## src/rtl/mdio_cmd_pkg.sv

```systemverilog
package mdio_cmd_pkg;
  localparam int FRAME_LEN = 64;
  localparam int IDX_W     = $clog2(FRAME_LEN);
  localparam int DATA_W    = 16;
  localparam int ADR_W     = 5;
  localparam int CMD_W     = 32;

  localparam logic [IDX_W-1:0] LAST_IDX     = IDX_W'(FRAME_LEN - 1);
  localparam logic [IDX_W-1:0] DATA_IDX     = IDX_W'(FRAME_LEN - DATA_W);
  localparam logic [IDX_W-1:0] TA2_IDX      = IDX_W'(FRAME_LEN - DATA_W - 1);
  localparam logic [IDX_W-1:0] ADR_LAST_IDX = IDX_W'(FRAME_LEN - DATA_W - 3);

  typedef struct packed {
    logic load;
    logic advance;
    logic capture;
    logic ackSample;
    logic done;
  } engStrobe_t;

  function automatic logic [FRAME_LEN-1:0] buildFrame(
    input logic              isWr,
    input logic [ADR_W-1:0]  phyA,
    input logic [ADR_W-1:0]  regA,
    input logic [DATA_W-1:0] dat
  );
    logic [1:0] opc;
    logic [1:0] ta;
    logic [DATA_W-1:0] payload;
    opc     = isWr ? 2'b01 : 2'b10;
    ta      = isWr ? 2'b10 : 2'b11;
    payload = isWr ? dat : '1;
    return {{32{1'b1}}, 2'b01, opc, phyA, regA, ta, payload};
  endfunction
endpackage

```

## src/rtl/mdio_cmd_ctrl.sv

```systemverilog
module mdio_cmd_ctrl
  import mdio_cmd_pkg::*;
#(
  parameter int MDC_HALF = 2
) (
  input  logic       clk,
  input  logic       rstN,
  input  logic       goFlag,
  input  logic       isWrite,
  output engStrobe_t stb,
  output logic       mdc,
  output logic       mdioOe,
  output logic       frameActive
);
  localparam int DIV_W = (MDC_HALF > 1) ? $clog2(MDC_HALF) : 1;

  logic [DIV_W-1:0] divCnt;
  logic             halfEnd;
  logic             riseTick;
  logic             riseDly;
  logic [IDX_W-1:0] bitIdx;
  logic             lastBit;

  assign halfEnd  = (divCnt == DIV_W'(MDC_HALF - 1));
  assign riseTick = halfEnd && !mdc;
  assign lastBit  = (bitIdx == LAST_IDX);

  always_ff @(posedge clk or negedge rstN) begin
    if (!rstN) begin
      divCnt  <= '0;
      mdc     <= 1'b0;
      riseDly <= 1'b0;
    end else begin
      riseDly <= riseTick;
      if (halfEnd) begin
        divCnt <= '0;
        mdc    <= ~mdc;
      end else begin
        divCnt <= divCnt + 1'b1;
      end
    end
  end

  always_comb begin
    stb           = '0;
    stb.load      = riseDly && !frameActive && goFlag;
    stb.advance   = riseDly && frameActive && !lastBit;
    stb.done      = riseDly && frameActive && lastBit;
    stb.capture   = riseTick && frameActive && (bitIdx >= DATA_IDX);
    stb.ackSample = riseTick && frameActive && (bitIdx == TA2_IDX);
  end

  always_ff @(posedge clk or negedge rstN) begin
    if (!rstN) begin
      frameActive <= 1'b0;
      bitIdx      <= '0;
      mdioOe      <= 1'b0;
    end else if (stb.load) begin
      frameActive <= 1'b1;
      bitIdx      <= '0;
      mdioOe      <= 1'b1;
    end else if (stb.advance) begin
      bitIdx <= bitIdx + 1'b1;
      mdioOe <= isWrite || (bitIdx < ADR_LAST_IDX);
    end else if (stb.done) begin
      frameActive <= 1'b0;
      bitIdx      <= '0;
      mdioOe      <= 1'b0;
    end
  end
endmodule

```

## src/rtl/mdio_cmd_dp.sv

```systemverilog
module mdio_cmd_dp
  import mdio_cmd_pkg::*;
#(
  parameter int ADDR_W   = 4,
  parameter int CMD_ADDR = 0
) (
  input  logic              clk,
  input  logic              rstN,
  input  logic              enIn,
  input  logic [ADDR_W-1:0] busAddr,
  input  logic              busWe,
  input  logic [CMD_W-1:0]  busWdata,
  output logic [CMD_W-1:0]  busRdata,
  input  engStrobe_t        stb,
  input  logic              mdioIn,
  output logic              mdioOut,
  output logic              goFlag,
  output logic              isWrite,
  output logic [1+2*ADR_W+DATA_W-1:0] cmdFields
);
  logic                 busHit;
  logic                 ackBit;
  logic                 ackTmp;
  logic [ADR_W-1:0]     regAdr;
  logic [ADR_W-1:0]     phyAdr;
  logic [DATA_W-1:0]    dataF;
  logic [DATA_W-1:0]    rdShift;
  logic [FRAME_LEN-1:0] shiftReg;
  logic                 unusedWdata;

  assign unusedWdata = ^busWdata[29:26];
  assign busHit      = (busAddr == ADDR_W'(CMD_ADDR));
  assign busRdata    = busHit ? {goFlag, isWrite, ackBit, 3'b000, regAdr, phyAdr, dataF} : '0;
  assign mdioOut     = shiftReg[FRAME_LEN-1];
  assign cmdFields   = {isWrite, regAdr, phyAdr, dataF};

  always_ff @(posedge clk or negedge rstN) begin
    if (!rstN) begin
      goFlag   <= 1'b0;
      isWrite  <= 1'b0;
      ackBit   <= 1'b0;
      ackTmp   <= 1'b0;
      regAdr   <= '0;
      phyAdr   <= '0;
      dataF    <= '0;
      rdShift  <= '0;
      shiftReg <= '0;
    end else begin
      if (busHit && busWe && !goFlag) begin
        isWrite <= busWdata[30];
        regAdr  <= busWdata[25:21];
        phyAdr  <= busWdata[20:16];
        dataF   <= busWdata[15:0];
        goFlag  <= busWdata[31] && enIn;
      end
      if (stb.load) begin
        shiftReg <= buildFrame(isWrite, phyAdr, regAdr, dataF);
        ackBit   <= 1'b0;
        ackTmp   <= 1'b0;
        rdShift  <= '0;
      end else if (stb.advance) begin
        shiftReg <= {shiftReg[FRAME_LEN-2:0], 1'b1};
      end
      if (stb.capture) begin
        rdShift <= {rdShift[DATA_W-2:0], mdioIn};
      end
      if (stb.ackSample) begin
        ackTmp <= !mdioIn;
      end
      if (stb.done) begin
        goFlag <= 1'b0;
        if (!isWrite) begin
          dataF  <= rdShift;
          ackBit <= ackTmp;
        end
      end
    end
  end
endmodule

```

## src/rtl/mdio_cmd_engine.sv

```systemverilog
module mdio_cmd_engine
  import mdio_cmd_pkg::*;
#(
  parameter int MDC_HALF = 2,
  parameter int ADDR_W   = 4,
  parameter int CMD_ADDR = 0
) (
  input  logic              clk,
  input  logic              rstN,
  input  logic              enIn,
  input  logic [ADDR_W-1:0] busAddr,
  input  logic              busWe,
  input  logic [31:0]       busWdata,
  output logic [31:0]       busRdata,
  output logic              mdc,
  output logic              mdioOut,
  output logic              mdioOe,
  input  logic              mdioIn
);
  engStrobe_t stb;
  logic       goFlag;
  logic       isWrite;
  logic       frameActive;
  logic [1+2*ADR_W+DATA_W-1:0] cmdFields;

  mdio_cmd_ctrl #(.MDC_HALF(MDC_HALF)) uCtrl (
    .clk         (clk),
    .rstN        (rstN),
    .goFlag      (goFlag),
    .isWrite     (isWrite),
    .stb         (stb),
    .mdc         (mdc),
    .mdioOe      (mdioOe),
    .frameActive (frameActive)
  );

  mdio_cmd_dp #(.ADDR_W(ADDR_W), .CMD_ADDR(CMD_ADDR)) uDp (
    .clk       (clk),
    .rstN      (rstN),
    .enIn      (enIn),
    .busAddr   (busAddr),
    .busWe     (busWe),
    .busWdata  (busWdata),
    .busRdata  (busRdata),
    .stb       (stb),
    .mdioIn    (mdioIn),
    .mdioOut   (mdioOut),
    .goFlag    (goFlag),
    .isWrite   (isWrite),
    .cmdFields (cmdFields)
  );
endmodule

```

## config.mk

```make
export PLATFORM = sky130hd
export DESIGN_NAME = mdio_cmd_engine
export DESIGN_NICKNAME = d
export VERILOG_FILES = /design/src/rtl/mdio_cmd_pkg.sv /design/src/rtl/mdio_cmd_ctrl.sv /design/src/rtl/mdio_cmd_dp.sv /design/src/rtl/mdio_cmd_engine.sv
export SDC_FILE = /design/constraint.sdc
export NUM_CORES = 1
export LEC_CHECK = 0
export ABC_AREA = 1
export CAP_MARGIN = 40
export CORE_ASPECT_RATIO = 0.8
export CORE_UTILIZATION = 60
export DETAILED_ROUTE_END_ITERATION = 8
export DONT_BUFFER_PORTS = 1
export PLACE_DENSITY = 0.78
export SLEW_MARGIN = 20
export SYNTH_ARGS = -nofsm -noshare
export SYNTH_HDL_FRONTEND = slang
export SYNTH_SLANG_ARGS = --single-unit
export TNS_END_PERCENT = 50
```

## constraint.sdc

```tcl
create_clock -name clk -period 1.7 [get_ports clk]
set_input_delay 0.085 -clock clk [delete_from_list [all_inputs] [get_ports clk]]
set_output_delay 0.085 -clock clk [all_outputs]
set_load 0.05 [all_outputs]
```

After elaboration in Yosys (flattened, before gate mapping)
Cells that the tools add are included.
Widths: inputs -> output; s select.
- flip-flop bits (word level): 121
- output and inout bits: 35
- logic and storage cells: 76
- add/sub/neg operators: 2
- magnitude comparators: 2
- equality and inequality tests: 3
- mux-type cells: 27
- bitwise logic cells: 1
- reductions and logical operators: 26
- operators by type and width (operator ; number):
    $mux 64 ; 2
    $mux 16 ; 6
    $mux 32 ; 1
    $mux 6 ; 3
    $mux 1 ; 14
    $eq 6x6->1 const B ; 2
    $logic_and 1x1->1 ; 12
    $reduce_bool 2->1 ; 5
    $add 6x1->6 const B ; 1
    $ge 6x6->1 const B ; 1
    $lt 6x6->1 const B ; 1
    $logic_not 1->1 ; 5
    $logic_not 4->1 ; 1
    $reduce_bool 3->1 ; 1
    $mux 2 ; 1
    $ne 2x1->1 const B ; 1
    $reduce_and 2->1 ; 1
    $add 1x1->1 const B ; 1
    $logic_or 1x1->1 ; 1
    $not 1->1 ; 1

Depth between registers and ports, before layout
- depth in word-level cells: 6
- mapped depth: 10
- mapped depth without buffers: 9

Modules after synthesis
A second synthesis with hierarchy kept.
- cell total of the unflattened synthesis: 603
- area, all modules: 5332.6 sq um
- modules (own cells, without submodules) (module ; instances ; cells each ; area each (sq um) ; seq. area each (sq um)):
    mdio_cmd_dp ; 1 ; 531 ; 4752.1 ; 2752.6
    mdio_cmd_ctrl ; 1 ; 72 ; 580.6 ; 275.3

Least setup slack after synthesis
No wires, ideal clock.
- kind: register -> register
- from: register uCtrl.mdc
- to: register uDp.rdShift[11]
- arrival: 1383 ps
- required time: 1574 ps
- path slack: 191 ps
- cell stages (with the launch flop): 6
- path through: dfrtp_1 -> nor3_2 -> nand2_2 -> nand2_2 -> buf_2 -> o22ai_1
- cells in the longest elaborated chain, start to end: 5
- elaborated cells on any way between the ends: 6
- classes of those cells: mux (1); reduce/logical (5)
- ends and longest elaborated chain (what ; RTL line ; text):
    start: declaration ; mdio_cmd_ctrl.sv:11 ; output logic mdc,
    start signal: assignment ; mdio_cmd_ctrl.sv:37 ; mdc <= ~mdc;
    $logic_not 1->1 (*) ; mdio_cmd_ctrl.sv:25 ; assign riseTick = halfEnd && !mdc;
    $logic_and 1x1->1 (*) ; mdio_cmd_ctrl.sv:25 ;
    $logic_and 1x1->1 (*) (2 in series) ; mdio_cmd_ctrl.sv:49 ; stb.capture = riseTick && frameActive && (bitIdx >= DATA_IDX);
    $mux 16 or $reduce_bool 2->1 (tied branches) ; - ;
    end signal: assignment ; mdio_cmd_dp.sv:65 ; rdShift <= {rdShift[DATA_W-2:0], mdioIn};
    end: declaration ; mdio_cmd_dp.sv:27 ; logic [DATA_W-1:0] rdShift;
Mark *: on every way between the ends. The rest lies on a longest branch, timed or not.
A chain may end at the register's enable or synchronous reset.

Worst setup path in the final report
- from: register uCtrl.bitIdx[1]
- to: register uDp.shiftReg[20]
- cells in the longest elaborated chain, start to end: 4
- ends and longest elaborated chain (what ; RTL line ; text):
    start: declaration ; mdio_cmd_ctrl.sv:21 ; logic [IDX_W-1:0] bitIdx;
    start signal: assignment ; mdio_cmd_ctrl.sv:63 ; bitIdx <= bitIdx + 1'b1;
    $eq 6x6->1 ; mdio_cmd_ctrl.sv:26 ; assign lastBit = (bitIdx == LAST_IDX);
    $logic_not 1->1 ; mdio_cmd_ctrl.sv:47 ; stb.advance = riseDly && frameActive && !lastBit;
    $logic_and 1x1->1 ; mdio_cmd_ctrl.sv:47 ;
    $reduce_bool 2->1 (no source line) ; - ;
    end signal: assignment ; mdio_cmd_dp.sv:57 ; shiftReg <= buildFrame(isWrite, phyAdr, regAdr, dataF);
    end signal: assignment ; mdio_cmd_dp.sv:62 ; shiftReg <= {shiftReg[FRAME_LEN-2:0], 1'b1};
    end: declaration ; mdio_cmd_dp.sv:28 ; logic [FRAME_LEN-1:0] shiftReg;
Every way passes these cells.

==> metrics <==
min-delay worst type=in -> async; Sw Share=20.0%; critical path class=reg -> reg; post-CTS sizing=0; die area=9800 sq um; cell area after layout=6850 sq um; Fill cells=602; global-route wire length before repair=21.6 mm; Reg area=3030 sq um; overall die height=88.8 um; max-slew violations=0; # nets final=809; Critical R2R Launch=uCtrl.bitIdx[1]; Gate Count Post-Synth=705; Top cell by count, worst path=nand2_4; min cycle time layout=1.60 ns; CP Max Fanout=17; Max-Cap Viols=0; Num CTS Buffers=17; DR vias/cell=5.47; Fin Clk Skew=0.00695 ns; Final Hold Vio Count=121; Post-CTS Hold Fix Bufs=30; Pwr Total=0.00684 W; Port Buffer Count=0; launching element type of the critical path=flip-flop; post-detail-place hpwl=7.86 mm; overflow left after global routing=0; I/O pins=76; share of cells above drive strength 1=12.9%; CTS sink cnt=121; Worst-path clk slew=0.05 ns; Detailed Route Iter0 Violations=372; status=complete, but fails checks; synth warn=0; clk_lat worst skew=0.41 ns; total number of vias=4,886; hold_ws=-0.631 ns; placed cell area=5920 sq um; DRT Pass-1 Iters=5; setup repair bufs after CTS=0; H-tree depth=4; critical path required time=2.04 ns; Pwr Density=999 nW/um^2; crit end category=flip-flop; Synth cell types=28; wire per inst=14.8 um; Yosys reg bits=121; core area=9080 sq um; Post-route DRC=0; Finished Core Util=75.4%; Slowest Stage Delay on Critical Path=0.37 ns; Combinational Power Share=2.7%; switching power of the nets=0.00137 W; Worst path slowest cell=dfrtp_1; GP Congestion=0.886; Setup TNS Final=0 ns; Starting Density=62.2%; R2R setup slack=0.1 ns; overall global routing resource usage=28.3%; vias in the first global route=4,660; Rel. slew slack=63.7%; failing checks=negative hold slack; Diodes inserted=0; final wirelength=13.3 mm; Max Freq=623 MHz; Clk pwr share=55.1%; Worst EP arrival=1.94 ns; clk root buf=clkbuf_16; Peak VDD IR=732 uV; Leak=3.60 nW; Final setup viols=0; initial antenna violation count=0; CP Cell Sequence=ha_1, nand2_2, nor2_4, nand2_4, nand2_4, nand2_4, inv_2, nand2_1, nand2_1; mean area per synthesized cell=8.01 sq um; post-synthesis sequential area ratio=53.6%; Die Wd=110 um; clk buf depth=2; Antenna Violating Nets Remaining=0; synthesis-to-layout area growth=21.3%; multi-input logic area=2080 sq um; Power Internal=0.00547 W; largest net degree at the start of global routing=122; slew at the pin closest to its max-slew limit=0.545 ns; RSZ-0062 raised after global routing=false; CTS tree=yes; worst setup path start=uCtrl.bitIdx[1]; final worst path period share=94.4%; # rows=31; Reg power frac=42.2%; mapped cell area=5640 sq um
per-stage QoR:
step | setup WS, ns | cells
floorplan | 0.191 | 707
global placement | 0.216 | 832
detailed placement | 0.158 | 832
CTS | 0.106 | 893
global route | 0.00854 | 893
finish | 0.0954 | 893
worst max-delay path: cells and delay by family, from the launching register on:
family / cells / cell delay [ns]
buf+inv: 1 / 0.25
simple gates: 7 / 0.71
flops: 1 / 0.37
fa+ha+maj: 1 / 0.20
layer usage:
| metal | vias to the layer above | track usage, % | share of wire (%) |
|---|---|---|---|
| met2 | 243 | 45.6 | 48 |
| met4 | 0 | 12.2 | 1.9 |
| met5 | - | 0 | 0 |
| met3 | 32 | 7.74 | 8.0 |
| li1 | 2303 | - | - |
| met1 | 2308 | 36.8 | 42 |
layout make-up:
cell class | count | area share [%]
Clock buffer | 19 | 6.62
Timing Repair Buffer | 77 | 9.72
Sequential cell | 121 | 44.2
Tap cell | 115 | 2.10
Multi-Input combinational cell | 470 | 30.4
Clock inverter | 12 | 2.52
Inverter | 79 | 4.40
logic make-up (layout without fill, tap and decap cells):
group | after synthesis | after routing | share of synthesized area, %
flip-flops | 121 | 121 | 53.6
other | 1 | 3 | 0.0664
adder cells (fa/ha/maj) | 2 | 2 | 0.443
buffers and inverters | 116 | 187 | 9.60
XOR/XNOR | 2 | 2 | 0.310
AO/OA/AOI/OAI | 75 | 75 | 7.38
AND/OR/NAND/NOR | 388 | 388 | 28.6
worst paths after layout:
path	to	depth (start not counted)
max in group asynchronous	uDp.dataF[10]	0
min in group clk	uDp.dataF[2]	6
setup / recovery	uDp.shiftReg[20]	9
setup reg to reg	uDp.shiftReg[20]	9
hold / removal	uDp.shiftReg[13]	0
hold reg to reg	uCtrl.mdc	1
layout by cell type (no fill, tap or decap), types with 2 or more instances in the layout:
| cell type | instances |
|---|---|
| nand2_2 | 3 |
| inv_2 | 8 |
| conb_1 | 3 |
| nand3_1 | 58 |
| bufinv_16 | 4 |
| o21ai_1 | 4 |
| xor2_1 | 2 |
| clkbuf_8 | 2 |
| inv_6 | 2 |
| dfrtp_1 | 121 |
| clkinv_2 | 4 |
| o21ai_0 | 42 |
| buf_4 | 46 |
| clkinvlp_4 | 2 |
| clkbuf_16 | 17 |
| ha_1 | 2 |
| nor2_1 | 89 |
| nand2_1 | 227 |
| nand2_4 | 4 |
| dlygate4sd3_1 | 30 |
| o21a_1 | 9 |
| inv_1 | 70 |
| nor2_4 | 3 |
| o22ai_1 | 15 |
| a21oi_1 | 5 |
power by group through the flow:
| stage | logic [W] | clock network (W) | registers [W] |
|---|---|---|---|
| 5_1_grt | 0.000191 | 0.00394 | 0.00288 |
| 6_report | 0.000185 | 0.00377 | 0.00288 |
| 2_1_floorplan | 0.0000998 | 0 | 0.00293 |
| 4_1_cts | 0.000180 | 0.00381 | 0.00288 |
| 3_3_place_gp | 0.000125 | 0 | 0.00293 |
| 3_5_place_dp | 0.000125 | 0 | 0.00293 |
cell usage after synthesis:
library cell  number  area (sq um)
a21oi_1            5          25.0
buf_1              2          7.51
buf_2             18          90.1
buf_4              4          30.0
buf_6              7          78.8
buf_8              1          15.0
clkbuf_1           5          18.8
conb_1             1          3.75
dfrtp_1          121          3030
ha_1               2          25.0
inv_1             70           263
inv_2              8          30.0
inv_6              1          8.76
nand2_1          227           852
nand2_2            3          18.8
nand2_4            4          45.0
nand3_1           58           290
nand3_2            1          10.0
nand4_2            1          12.5
nor2_1            89           334
nor2_4             3          33.8
nor3_1             1          5.00
nor3_2             1          10.0
o21a_1             9          67.6
o21ai_0           42           210
o21ai_1            4          20.0
o22ai_1           15          93.8
xor2_1             2          17.5
state kept, by name, indices dropped and copies added (netlist names):
signal             cells
uCtrl.frameActive      1
uCtrl.divCnt           1
uDp.dataF             16
uDp.isWrite            1
uCtrl.riseDly          1
uDp.phyAdr             5
uDp.ackBit             1
uDp.ackTmp             1
uDp.rdShift           16
uCtrl.bitIdx           6
uDp.regAdr             5
uCtrl.mdc              1
uCtrl.mdioOe           1
uDp.shiftReg          64
uDp.goFlag             1
No activity file was read; power rests on OpenSTA's default activity.
